===== config.mk =====
export PLATFORM = sky130hd
export DESIGN_NAME = reset_cause_seq
export DESIGN_NICKNAME = d
export VERILOG_FILES = /design/src/rtl/reset_cause_pkg.sv /design/src/rtl/rcs_cycle_cnt.sv /design/src/rtl/rcs_fault_latch.sv /design/src/rtl/rcs_cause_sel.sv /design/src/rtl/reset_cause_seq.sv
export SDC_FILE = /design/constraint.sdc
export NUM_CORES = 1
export LEC_CHECK = 0
export BUFFER_PORTS_ARGS = -buffer_cell sky130_fd_sc_hd__clkbuf_2
export CORE_MARGIN = 2
export CORE_UTILIZATION = 56
export CTS_CLUSTER_SIZE = 24
export DETAILED_ROUTE_END_ITERATION = 6
export GPL_TIMING_DRIVEN = 0
export PLACE_DENSITY_LB_ADDON = 0.1
export SLEW_MARGIN = 25
export SYNTH_ARGS = -nofsm -noshare
export SYNTH_HDL_FRONTEND = slang
export SYNTH_SLANG_ARGS = --single-unit

===== constraint.sdc =====
create_clock -name clk_i -period 2.2 [get_ports clk_i]
set_clock_uncertainty 0.1 [all_clocks]
set_input_delay 0.44 -clock clk_i [delete_from_list [all_inputs] [get_ports clk_i]]
set_output_delay 0.44 -clock clk_i [all_outputs]
set_load 0.02 [all_outputs]

===== src/rtl/reset_cause_pkg.sv =====
package reset_cause_pkg;
  typedef enum logic [1:0] {
    VEC_NORMAL = 2'b00,
    VEC_CLKMON = 2'b01,
    VEC_WDOG   = 2'b10
  } vec_e;

  typedef enum logic [2:0] {
    ST_POR,
    ST_RUN,
    ST_DRIVE,
    ST_SETTLE,
    ST_FETCH
  } seq_state_e;
endpackage


===== src/rtl/rcs_cycle_cnt.sv =====
module rcs_cycle_cnt #(
  parameter int W = 12
) (
  input  logic         clk_i,
  input  logic         rst_ni,
  input  logic         clr_i,
  input  logic         inc_i,
  output logic [W-1:0] cnt_o
);
  always_ff @(posedge clk_i or negedge rst_ni) begin
    if (!rst_ni)    cnt_o <= '0;
    else if (clr_i) cnt_o <= '0;
    else if (inc_i) cnt_o <= cnt_o + 1'b1;
  end
endmodule


===== src/rtl/rcs_fault_latch.sv =====
module rcs_fault_latch #(
  parameter int N = 2
) (
  input  logic         clk_i,
  input  logic         rst_ni,
  input  logic         en_i,
  input  logic         clr_i,
  input  logic [N-1:0] req_i,
  output logic [N-1:0] flag_o
);
  for (genvar g = 0; g < N; g++) begin : g_flag
    always_ff @(posedge clk_i or negedge rst_ni) begin
      if (!rst_ni)                 flag_o[g] <= 1'b0;
      else if (clr_i)              flag_o[g] <= 1'b0;
      else if (en_i && req_i[g])   flag_o[g] <= 1'b1;
    end
  end
endmodule


===== src/rtl/rcs_cause_sel.sv =====
module rcs_cause_sel
  import reset_cause_pkg::*;
(
  input  logic pin_low_i,
  input  logic clkmon_i,
  input  logic wdog_i,
  output vec_e vec_o
);
  always_comb begin
    if (pin_low_i)     vec_o = VEC_NORMAL;
    else if (clkmon_i) vec_o = VEC_CLKMON;
    else if (wdog_i)   vec_o = VEC_WDOG;
    else               vec_o = VEC_NORMAL;
  end
endmodule


===== src/rtl/reset_cause_seq.sv =====
module reset_cause_seq
  import reset_cause_pkg::*;
#(
  parameter int POR_CYCLES   = 4064,
  parameter int DRIVE_CYCLES = 4,
  parameter int SAMPLE_DELAY = 2,
  parameter int FETCH_CYCLES = 3
) (
  input  logic       clk_i,
  input  logic       rst_ni,
  input  logic       osc_ok_i,
  input  logic       pin_i,
  input  logic       clkmon_fail_i,
  input  logic       wdog_fail_i,
  output logic       sys_rst_o,
  output logic       pin_drive_o,
  output logic       fetch_o,
  output logic       mask_set_o,
  output logic [1:0] vec_sel_o
);
  localparam int MAX_A = (POR_CYCLES > DRIVE_CYCLES) ? POR_CYCLES : DRIVE_CYCLES;
  localparam int MAX_B = (SAMPLE_DELAY > FETCH_CYCLES) ? SAMPLE_DELAY : FETCH_CYCLES;
  localparam int MAX_C = (MAX_A > MAX_B) ? MAX_A : MAX_B;
  localparam int CNT_W = $clog2(MAX_C + 1);
  localparam logic [CNT_W-1:0] POR_LAST   = CNT_W'(POR_CYCLES - 1);
  localparam logic [CNT_W-1:0] DRIVE_LAST = CNT_W'(DRIVE_CYCLES - 1);
  localparam logic [CNT_W-1:0] SETTLE_LAST = CNT_W'(SAMPLE_DELAY - 1);
  localparam logic [CNT_W-1:0] FETCH_LAST = CNT_W'(FETCH_CYCLES - 1);

  seq_state_e        state_q, state_d;
  logic [CNT_W-1:0]  cnt;
  logic              cnt_clr, cnt_inc;
  logic [1:0]        flags;
  logic              sample_now;
  logic              first_fetch_q;
  vec_e              cause;
  vec_e              vec_q;
  logic              trigger;

  assign trigger = !pin_i || clkmon_fail_i || wdog_fail_i || (|flags);

  always_comb begin
    state_d    = state_q;
    cnt_clr    = 1'b0;
    cnt_inc    = 1'b0;
    sample_now = 1'b0;
    unique case (state_q)
      ST_POR: begin
        if (!osc_ok_i) cnt_clr = 1'b1;
        else if (cnt == POR_LAST) begin
          state_d = ST_FETCH;
          cnt_clr = 1'b1;
        end else cnt_inc = 1'b1;
      end
      ST_RUN: begin
        cnt_clr = 1'b1;
        if (trigger) state_d = ST_DRIVE;
      end
      ST_DRIVE: begin
        if (cnt == DRIVE_LAST) begin
          state_d = ST_SETTLE;
          cnt_clr = 1'b1;
        end else cnt_inc = 1'b1;
      end
      ST_SETTLE: begin
        if (cnt == SETTLE_LAST) begin
          state_d    = ST_FETCH;
          cnt_clr    = 1'b1;
          sample_now = 1'b1;
        end else cnt_inc = 1'b1;
      end
      ST_FETCH: begin
        if (cnt == FETCH_LAST) begin
          state_d = ST_RUN;
          cnt_clr = 1'b1;
        end else cnt_inc = 1'b1;
      end
      default: begin
        state_d = ST_POR;
        cnt_clr = 1'b1;
      end
    endcase
  end

  rcs_cycle_cnt #(.W(CNT_W)) u_cnt (
    .clk_i  (clk_i),
    .rst_ni (rst_ni),
    .clr_i  (cnt_clr),
    .inc_i  (cnt_inc),
    .cnt_o  (cnt)
  );

  // bit 1 clock monitor, bit 0 watchdog
  rcs_fault_latch #(.N(2)) u_faults (
    .clk_i  (clk_i),
    .rst_ni (rst_ni),
    .en_i   (state_q != ST_POR),
    .clr_i  (sample_now),
    .req_i  ({clkmon_fail_i, wdog_fail_i}),
    .flag_o (flags)
  );

  rcs_cause_sel u_sel (
    .pin_low_i (!pin_i),
    .clkmon_i  (flags[1]),
    .wdog_i    (flags[0]),
    .vec_o     (cause)
  );

  always_ff @(posedge clk_i or negedge rst_ni) begin
    if (!rst_ni) begin
      state_q       <= ST_POR;
      vec_q         <= VEC_NORMAL;
      first_fetch_q <= 1'b0;
    end else begin
      state_q       <= state_d;
      first_fetch_q <= (state_d == ST_FETCH) && (state_q != ST_FETCH);
      if (sample_now)                            vec_q <= cause;
      else if (state_q == ST_POR && state_d == ST_FETCH) vec_q <= VEC_NORMAL;
    end
  end

  assign sys_rst_o   = (state_q == ST_POR) || (state_q == ST_DRIVE) || (state_q == ST_SETTLE);
  assign pin_drive_o = (state_q == ST_DRIVE);
  assign fetch_o     = (state_q == ST_FETCH);
  assign mask_set_o  = first_fetch_q;
  assign vec_sel_o   = vec_q;
endmodule


==> metrics.md <==
| Metric | Value |
|---|---|
| Port bufs | 11 |
| Commonest non-fill, non-tap cell in the layout | dfrtp_1 |
| Synth warn | 0 |
| Row count | 16 |
| Max Slew Vio Count | 0 |
| Post-Syn Instances | 113 |
| Die Y | 48.99 µm |
| Final WS setup | 0.1959 ns |
| WP buf/inv | 2 |
| Worst path cell trace | clkbuf_1 -> nor3b_2 -> clkbuf_2 |
| Net Count, Synth | 122 |
| Pleak | 0.5946 nW |
| Post-synth cell types | 38 |
| Final Critical Period | 2.004 ns |
| Sequential fraction of the synthesis area | 44.15% |
| CP max-delay cell | dfrtp_1 |
| Vias | 864 |
| Worst-path fanout max | 9 |
| Critical path depth | 3 |
| CTS tree | done |
| Clock Latency Late Sink | 0.31 ns |
| Kind of critical path | reg -> out |
| Final Hold Fails | 0 |
| Register area | 500.5 µm² |
| Dominant cell type by area after synthesis | dfrtp_1 |
| Final instance count without filler cells | 156 |
| Most frequent cells in the layout | dfrtp_1, a21oi_1, clkbuf_2 |
| Placed Cells incl. Taps | 151 |
| # clock sinks | 20 |
| Antenna cell count | 0 |
| Max-Cap Viols | 0 |
| Number of global-route vias before repair | 863 |
| DP Worst Slack | 0.2515 ns |
| Final setup violation count | 0 |
| Net count, final | 139 |
| CP endpoint | fetch_o |
| WP data arrival | 1.46 ns |
| R2R Path Start | u_cnt.cnt_o[0] |
| Slew margin rel. | 67.09% |
| Worst IR Drop VDD | 749.9 µV |
| H-tree levels | 1 |
| Worst r2r path cells | 6 |
| Die width | 48.99 µm |
| Hold Crit Class | in -> reg |
| RR Endpoint | vec_sel_o[0] |
| DIE AREA | 2400 µm² |
| Critical path origin | state_q[2] |
| Status | completed |
| Gr ovfl total | 0 |
| Area grow syn2layout | 13.36% |
| Cell family with most CP delay | buffers and inverters |
| Crit. End Element | output port |
| Post-CTS Setup Bufs | 0 |
| Worst-margin pin slew | 0.4936 ns |
| Core Box Area | 1942 µm² |
| # IOs | 12 |
| Highest Clock Rate | 499.0 MHz |
| Cts bufs inserted | 3 |
| Drc violations | 0 |
| CP Launch Type | flip-flop |
| Crit path required time | 1.66 ns |
| Gpl congestion | 0.7261 |
| Setup TNS | 0 ns |
| Clock transition at path regs | 0.12 ns |
| Initial core utilization | 58.38% |
| CP max stage delay | 0.34 ns |
| Mapped cell area | 1134 µm² |
| Pre-antenna DRT Iters | 4 |
| Number of nets with antenna violations after detailed routing | 0 |
| Drt via density | 5.538 |
| Syn avg cell area | 10.03 µm² |
| Antenna violations before repair | 0 |
| First-pass GRT wire length | 3.822 mm |
| Total Routing Usage GR | 20.99% |
| Iteration-0 DRC Markers | 7 |
| Reg-to-reg slack, setup | 0.25 ns |
| #FFs+latches synth | 20 |
| Fill cell count | 180 |
| WL per Instance | 13.55 µm |
| CTS Buffer Depth | 2 |
| WL final | 2.114 mm |
| Top cells by area, synth | dfrtp_1, xor2_1, a21oi_1 |
| Yosys top cell area share | 44.15% |
| Share of cells above drive strength 1 | 22.48% |
| Post-detailed-placement half-perimeter wirelength | 1.551 mm |
| Multi-input combinational cell area | 579.3 µm² |
| RSZ-0062 raised after global routing | false |
| Pwr Total | 0.7383 mW |
| Root Driver | clkbuf_4 |
| Largest net degree at the start of global routing | 21 |
| Final period utilization | 91.10% |
| Pwr per Cell Area | 574.6 nW/µm² |
worst min path at each step:
stage                               to  cells past startpoint  slack, ns    from
final                     vec_sel_o[0]                      2       0.29   pin_i
after detailed placement    state_q[0]                      1       0.33  rst_ni
after global routing      vec_sel_o[0]                      2       0.28   pin_i
after CTS                 vec_sel_o[0]                      2       0.28   pin_i
after global placement      state_q[1]                      1       0.33  rst_ni
after floorplan             mask_set_o                      0       0.04  rst_ni
worst reg2reg max path, delay by kind of cell, from the launching register on:
kind / cells / cell delay, ns
simple gates: 2 / 0.41
flops: 1 / 0.44
buf+inv: 1 / 0.17
compound gates: 2 / 0.57
fa+ha+maj: 1 / 0.20
layout make-up:
| class | instances | area share (%) |
|---|---|---|
| multi-input combinational | 83 | 45.08 |
| clock buffer | 3 | 1.753 |
| timing repair buffer | 12 | 5.063 |
| inverter | 3 | 0.8763 |
| tap | 27 | 2.629 |
| sequential | 20 | 38.95 |
| buffer | 7 | 3.311 |
| clock inverter | 1 | 2.337 |
power by group:
group / switching [mW] / internal [mW]
Combinational: 0.0304 / 0.0205
Sequential: 0.00698 / 0.374
Clock: 0.122 / 0.184
Total: 0.160 / 0.579
cells in the mapped netlist:
cell        n
and3_2      2
inv_1       3
and2_1      1
or3_1       1
nand2b_1    3
buf_6       2
nand3b_1    1
o22ai_1     1
nand2_1     9
a21oi_1    15
nor4_2      2
nor2_1      6
o21ai_0     1
mux2i_1     1
a21oi_2     1
and3_1      1
and3b_1     1
nand4_1     3
and4_2      1
nor2b_1     3
nor4b_1     1
buf_2       1
a32o_1      2
nor3b_2     1
nor3_1      1
nand3_2     1
ha_1        3
nor3_4      1
o2bb2ai_1   1
dfrtp_1    20
o21ai_2     1
a2bb2oi_2   1
clkbuf_1    4
and4_1      2
nand3_1     4
a32oi_1     1
xnor2_1     1
xor2_1      9
stage by stage:
stage          hold slack, ns  cell area [µm²]  utilization (%)
6_report               0.2874             1285            66.17
3_3_place_gp           0.3278             1222            62.95
3_5_place_dp           0.3284             1222            62.95
2_1_floorplan         0.04441             1134                -
5_1_grt                0.2791             1285            66.17
4_1_cts                0.2804             1285            66.17
cells by family after synthesis:
family,synth area share (%)
simple gates,25.39
compound gates,13.80
fa+ha+maj,3.312
flops,44.15
buf+inv,4.745
mux,0.8830
xor+xnor,7.727
flip-flops by register name, indices dropped and copies added (netlist names):
signal / cells
vec_sel_o: 2
mask_set_o: 1
u_cnt.cnt_o: 12
state_q: 3
u_faults.flag_o: 2
metal layers:
layer	track usage [%]	up-vias	share of wire, %
met5	0	-	0
met4	8.571	0	2.0
met3	3.681	5	2.7
met2	34.70	15	48
met1	27.33	412	47
li1	-	432	-
repair_timing:
item / in CTS / in global routing
hold endpoints to repair: 20 / 0
hold buffers: 1 / 0
resized for setup: 0 / 0
Note: power is estimated with default switching activity, not from simulation.
